==> src/rtl/tmr16_core.sv <==
module tmr16_core #(
  parameter int CW = 16
) (
  input  logic          clk,
  input  logic          rst_n,
  input  logic          fast_tick,
  input  logic          slow_tick,
  input  logic          ctl_wr,
  input  logic [15:0]   ctl_wdata,
  input  logic          cnt_wr,
  input  logic [CW-1:0] cnt_wdata,
  input  logic [CW-1:0] limit,
  output logic [CW-1:0] count,
  output logic [15:0]   ctl_rdata,
  output logic          period_pulse,
  output logic          ovf_flag,
  output logic          ovf_irq
);
  localparam int DIVW = 2;
  localparam int PW = (1 << DIVW) - 1;
  localparam logic [PW-1:0] PH_ALL = '1;
  localparam logic [1:0] M_STOP = 2'b00, M_UP = 2'b01, M_CONT = 2'b10, M_UPDN = 2'b11;

  logic [1:0]      mode_q;
  logic            src_q, ie_q, ovf_q, dir_q, pulse_q;
  logic [DIVW-1:0] div_q;
  logic [PW-1:0]   ph_q, ph_top;
  logic [CW-1:0]   cnt_q, cnt_n;
  logic            dir_n, ovf_set, top_hit, tick;
  logic            unused_hi;

  assign unused_hi = ^ctl_wdata[15:8];
  assign tick = src_q ? slow_tick : fast_tick;
  assign ph_top = PH_ALL >> (PW - int'(div_q));

  always_comb begin
    cnt_n = cnt_q;
    dir_n = dir_q;
    ovf_set = 1'b0;
    top_hit = 1'b0;
    case (mode_q)
      M_UP:
        if (limit == '0) cnt_n = '0;
        else if (cnt_q >= limit) begin
          cnt_n = '0;
          ovf_set = 1'b1;
          top_hit = 1'b1;
        end else cnt_n = cnt_q + CW'(1);
      M_CONT: begin
        cnt_n = cnt_q + CW'(1);
        ovf_set = &cnt_q;
      end
      M_UPDN:
        if (limit == '0) begin
          cnt_n = '0;
          dir_n = 1'b0;
        end else if (!dir_q) begin
          if (cnt_q >= limit) begin
            cnt_n = cnt_q - CW'(1);
            ovf_set = (cnt_q == CW'(1));
            dir_n = (cnt_q != CW'(1));
          end else begin
            cnt_n = cnt_q + CW'(1);
            top_hit = (cnt_q + CW'(1) == limit);
          end
        end else if (cnt_q == '0) dir_n = 1'b0;
        else begin
          cnt_n = cnt_q - CW'(1);
          if (cnt_q == CW'(1)) begin
            ovf_set = 1'b1;
            dir_n = 1'b0;
          end
        end
      default: ;
    endcase
  end

  always_ff @(posedge clk) begin
    if (!rst_n) begin
      mode_q <= M_STOP; src_q <= 1'b0; div_q <= '0; ie_q <= 1'b0;
      ovf_q <= 1'b0; dir_q <= 1'b0; ph_q <= '0; cnt_q <= '0; pulse_q <= 1'b0;
    end else begin
      pulse_q <= 1'b0;
      if (ctl_wr) begin
        mode_q <= ctl_wdata[1:0];
        src_q  <= ctl_wdata[2];
        div_q  <= ctl_wdata[3 +: DIVW];
        ie_q   <= ctl_wdata[6];
        ovf_q  <= ctl_wdata[7];
        ph_q   <= '0;
        if (ctl_wdata[5]) begin
          cnt_q <= '0;
          dir_q <= 1'b0;
        end
      end else if (cnt_wr) begin
        cnt_q <= cnt_wdata;
      end else if (tick) begin
        if (ph_q == ph_top) begin
          ph_q    <= '0;
          cnt_q   <= cnt_n;
          dir_q   <= dir_n;
          pulse_q <= top_hit;
          if (ovf_set) ovf_q <= 1'b1;
        end else ph_q <= ph_q + PW'(1);
      end
    end
  end

  assign count        = cnt_q;
  assign period_pulse = pulse_q;
  assign ovf_flag     = ovf_q;
  assign ovf_irq      = ovf_q & ie_q;
  assign ctl_rdata    = {8'h00, ovf_q, ie_q, 1'b0, div_q, src_q, mode_q};

  a_r1_stop_holds: assert property (@(posedge clk) disable iff (!rst_n)
    (mode_q == M_STOP && !ctl_wr && !cnt_wr) |=> cnt_q == $past(cnt_q));
  a_r3_zero_limit: assert property (@(posedge clk) disable iff (!rst_n)
    ((mode_q == M_UP || mode_q == M_UPDN) && limit == '0 && cnt_q == '0 && !ctl_wr && !cnt_wr)
    |=> cnt_q == '0);
  a_r2_pulse_mode: assert property (@(posedge clk) disable iff (!rst_n)
    pulse_q |-> ((mode_q == M_UP && cnt_q == '0) || mode_q == M_UPDN));
  a_r4_ovf_at_zero: assert property (@(posedge clk) disable iff (!rst_n)
    ($rose(ovf_q) && !$past(ctl_wr)) |-> cnt_q == '0);
  a_r8_clear: assert property (@(posedge clk) disable iff (!rst_n)
    (ctl_wr && ctl_wdata[5]) |=> (cnt_q == '0 && ph_q == '0 && !pulse_q));
  a_r9_preload: assert property (@(posedge clk) disable iff (!rst_n)
    (cnt_wr && !ctl_wr) |=> cnt_q == $past(cnt_wdata));
endmodule

==> config.mk <==
export PLATFORM = sky130hd
export DESIGN_NAME = tmr16_core
export DESIGN_NICKNAME = d
export VERILOG_FILES = /design/src/rtl/tmr16_core.sv
export SDC_FILE = /design/constraint.sdc
export NUM_CORES = 1
export LEC_CHECK = 0
export CAP_MARGIN = 10
export CORE_ASPECT_RATIO = 1.1
export CORE_MARGIN = 8
export CORE_UTILIZATION = 50
export CTS_BUF_LIST = sky130_fd_sc_hd__clkbuf_16
export CTS_CLUSTER_SIZE = 16
export DETAILED_ROUTE_END_ITERATION = 7
export PLACE_DENSITY_LB_ADDON = 0.15
export SKIP_LAST_GASP = 1
export SLEW_MARGIN = 20
export SYNTH_ARGS = -nofsm -noshare
export SYNTH_HDL_FRONTEND = slang
export SYNTH_SLANG_ARGS = --single-unit
==> constraint.sdc <==
create_clock -name clk -period 4.2 [get_ports clk]
set_input_delay 0.84 -clock clk [delete_from_list [all_inputs] [get_ports clk]]
set_output_delay 0.84 -clock clk [all_outputs]
set_load 0.01 [all_outputs]
Yosys cells after proc, flatten, opt, wreduce, memory -nomap -nowiden
Cells that the tools add are included.

storage, ports and cells
  bits in registers = 28
  input port bits = 54
  word-level logic and storage cells = 88

operators by class
  add/subtract/negate cells = 4
  magnitude comparators = 1
  equal/unequal tests = 10
  shift operators = 1
  muxes and demuxes = 42
  bitwise operators = 5
  reductions and logical operators = 16

operators with widths
  cell                     count
  $mux W16                 11
  $pmux W16 S3             1
  $logic_not A16 Y1        2
  $shr A3 B32 Y3 const A   1
  $mux W1                  27
  $add A16 B1 Y16 const B  1
  $eq A16 B1 Y1 const B    1
  $eq A16 B16 Y1           1
  $ge A16 B16 Y1           1
  $ne A16 B1 Y1 const B    1
  $reduce_and A16 Y1       1
  $sub A16 B1 Y16 const B  1
  $reduce_and A5 Y1        2
  $reduce_bool A2 Y1       4
  $ne A6 B6 Y1 const B     1
  $reduce_bool A3 Y1       2
  $reduce_bool A5 Y1       1
  $reduce_or A5 Y1         1
  $eq A2 B2 Y1 const B     2
  $not A1 Y1               4
  $reduce_and A4 Y1        1
  $add A3 B1 Y3 const B    1
  $eq A3 B3 Y1             1
  $mux W3                  1
  9 further kinds          9

Longest topological paths before layout
  depth in word-level cells = 11
  gate-level depth with buffers = 12
  mapped depth without buffers = 10

Worst setup path before layout
No wires, ideal clock.

  kind = input to register
  start = in limit[0]
  end = reg cnt_q[9], in the netlist count[9]
  library setup time = 132 ps
  data arrival time = 3038 ps
  slack = 1030 ps
  cell stages on the path = 10
  path buffers = 1
  path through = ha_1 -> nand2b_1 -> a2111o_1 -> and3_1 -> nor4_2 -> buf_4 -> mux2_2 -> a32o_1 -> o21ai_0 -> a21oi_1

on the way
  cells in the longest elaborated chain, start to end = 9

ends and longest elaborated chain
  item                    line    RTL
  start: declaration      12      input logic [CW-1:0] limit,
  $ge A16 B16 Y1          44, 58
  $mux W16                58      if (cnt_q >= limit) begin
  $mux W16                57      end else if (!dir_q) begin
  $mux W16                54      if (limit == '0) begin
  $pmux W16 S3            41      case (mode_q)
  $mux W16                98      if (ph_q == ph_top) begin
  $mux W16                97      end else if (tick) begin
  $mux W16                95      end else if (cnt_wr) begin
  $mux W16                84      if (ctl_wr) begin
  end signal: assignment  96      cnt_q <= cnt_wdata;
  end signal: assignment  100     cnt_q <= cnt_n;
  end: declaration        28      logic [CW-1:0] cnt_q, cnt_n;

Several ways; a longest one is shown, not always the timed one. The select of a mux whose other input is x is not followed.
A chain may end at the register's enable or synchronous reset.

Worst setup path in the final report
  start = in limit[13]
  end = reg cnt_q[9], in the netlist count[9]

The elaborated chain is that of the path after synthesis.

==> summary.txt <==
Outcome - complete, no violations
Leakage dissipation - 1.67 nW
Core area - 6560 um2
Worst-margin pin slew - 718 ps
All-Layer GR Usage - 23.2%
RR Endpoint - count[9]
DR vias - 3743
Worst Hold Endpoint - ph_q[1]
Pre-CTS setup slack - 160 ps
Crit path from - limit[13]
Vias per inst - 6.31
Top Ports - 89
Hold Path Depth - 2
CTS tree - built
CTS-repair resized insts - 0
Post-CTS setup buffers - 0
Placer congestion estimate - 0.961
TNS Setup - 0 ps
Hold path start - ph_q[1]
Max Slew Vio Count - 0
Critical path class - primary input to register
Global route overflow - 0
Clk root buf - clkbuf_16
Pwr/cell area - 225 nW/um2
Setup violators final - 0
Initial Util - 51.4%
Filler-free cell count of the finished design - 593
Flops & latches, synth - 28
Wirelength per Cell - 19.2 um
Synthesized cell area - 3370 um2
Fill cells - 611
First-pass GRT wire length - 17.9 mm
Clock Sinks - 28
Largest net degree at the start of global routing - 17
CTS clk-pin slew, worst paths - 80 ps
EDFF count, synth - 0
Worst r2r path cells - 10
Die Area - 9620 um2
Initial antenna violation count - 0
Avg Cell Area, Syn - 7.35 um2
F_max - 263 MHz
Max-cap violations - 0
Final hold vios - 0
Hold_buf cts - 0
FFs w/ async S/R, synth - 0%
DRT Wirelength - 11.4 mm
Leading cell type in the layout, fill and taps excluded - clkdlybuf4s50_1
Final net count - 591
# DRC - 0
Hpwl dp - 8.67 mm
I/O Buffers - 71
Sequential-to-total area share from yosys stat - 16.6%
Syn Inst Count - 458
Worst Path Max Fanout - 7
Fin crit share - 90.7%
Clk Latency, worst-skew pair - 270 ps
R2R Setup Slk - 720 ps
Commonest cells after routing, fill and taps aside - clkdlybuf4s50_1, a21oi_1, nor2_1, inv_1, nand2_1
Die H - 102 um
Unrepaired setup endpoints after global routing - no
Clk_skew - 3.36 ps
ANT nets after route - 0
Placed cells - 589
P&R area growth vs syn - 24.5%
Required @ worst endpoint - 4330 ps
First-pass detailed-route iteration total - 5
First DRT Iteration DRCs - 304
# rows - 31
Chip width - 94.2 um
Crit path time final - 3810 ps
Maximum vdd drop - 0.185 mV
Vias in the first global route - 3560
Critical Path Start Type - primary input
Reg2reg start - count[0]
Setup WS post-layout - 392 ps
Htree depth - 1
Number of CTS-inserted buffers - 3
Diode count - 0
Share of cells above drive strength 1 - 6.65%
Synth Warn # - 0
Maximum clock path buffer count - 2
HP Class - register to register
CP Data Arrival Time - 3940 ps
Post-synthesis cell type count - 73
CP Capture Type - register
Post-synth top flop - dfxtp_1
Max-slew headroom - 51.5%
-- metal layers --
metal | wire [um] | share of wire [%] | vias up | track usage (%)
li1 | - | - | 1774 | -
met1 | 4640 | 41 | 1714 | 29.5
met2 | 5320 | 47 | 212 | 36.6
met3 | 1040 | 9.1 | 43 | 4.78
met4 | 408 | 3.6 | 0 | 10.3
met5 | 0 | 0 | - | 0
-- per-stage QoR --
stage	util (%)	instance area, um2	power, mW	hold slack [ps]
after floorplan	-	3400	0.512	471
after global placement	62.3	4090	0.634	489
after detailed placement	62.3	4090	0.639	504
after CTS	63.9	4190	0.937	517
after global routing	63.9	4190	0.982	546
final	63.9	4190	0.944	524
-- worst max-delay path: stages --
cell and delay [ps]:
clkdlybuf4s50_1 520, inv_1 60, ha_1 310, a211oi_2 300
nor2_1 80, or3_1 380, nor4_4 520, mux2_2 420
a32o_1 260, o21ai_0 160, a21oi_1 90
-- where the power goes --
part | switching, mW | internal, mW | total, mW
registers | 0.0284 | 0.277 | 0.306
logic | 0.178 | 0.159 | 0.337
clock network | 0.111 | 0.191 | 0.302
total | 0.318 | 0.626 | 0.944
-- kinds of logic after synthesis --
group | after synthesis | share of synthesized area, %
and+or+nand+nor | 164 | 26.3
adders and majority gates | 25 | 9.29
muxes | 19 | 5.76
buffers and inverters | 72 | 10.3
AOI/OAI and AO/OA | 118 | 23.4
DFF | 28 | 16.6
other | 1 | 0.111
xor gates and xnor gates | 31 | 8.06
-- area by class of cell --
class / instances / area, um2 / area share, %
clock inverter: 1 / 30.0 / 0.716
inverter: 30 / 113 / 2.69
timing repair buffer: 83 / 813 / 19.4
sequential: 28 / 561 / 13.4
multi-input combinational: 366 / 2500 / 59.6
tap: 82 / 103 / 2.45
clock buffer: 3 / 75.1 / 1.79
-- Yosys cell counts (14+ instances only) --
cell type / instances / share of area, %
a21oi_1: 31 / 4.6
buf_4: 14 / 3.1
clkbuf_1: 21 / 2.3
dfxtp_1: 28 / 17
ha_1: 25 / 9.3
inv_1: 30 / 3.3
mux2i_1: 16 / 4.8
nand2_1: 30 / 3.3
nand3_1: 14 / 2.1
nor2_1: 31 / 3.5
nor3_1: 20 / 3.0
nor4_1: 14 / 2.6
o21ai_0: 29 / 4.3
xnor2_1: 22 / 5.7
-- registers in the layout (all words and copies together) (netlist names) --
signal        cells
count            16
ie_q              1
mode_q            2
div_q             2
src_q             1
dir_q             1
ph_q              3
ovf_flag          1
period_pulse      1
-- worst max path at each step --
stage | endpoint | cells past startpoint
after global placement | count[9] | 11
after detailed placement | count[9] | 11
after floorplan | count[9] | 10
after global routing | count[14] | 12
final | count[9] | 11
after CTS | count[9] | 11
Power figures use the tool's default switching activity.
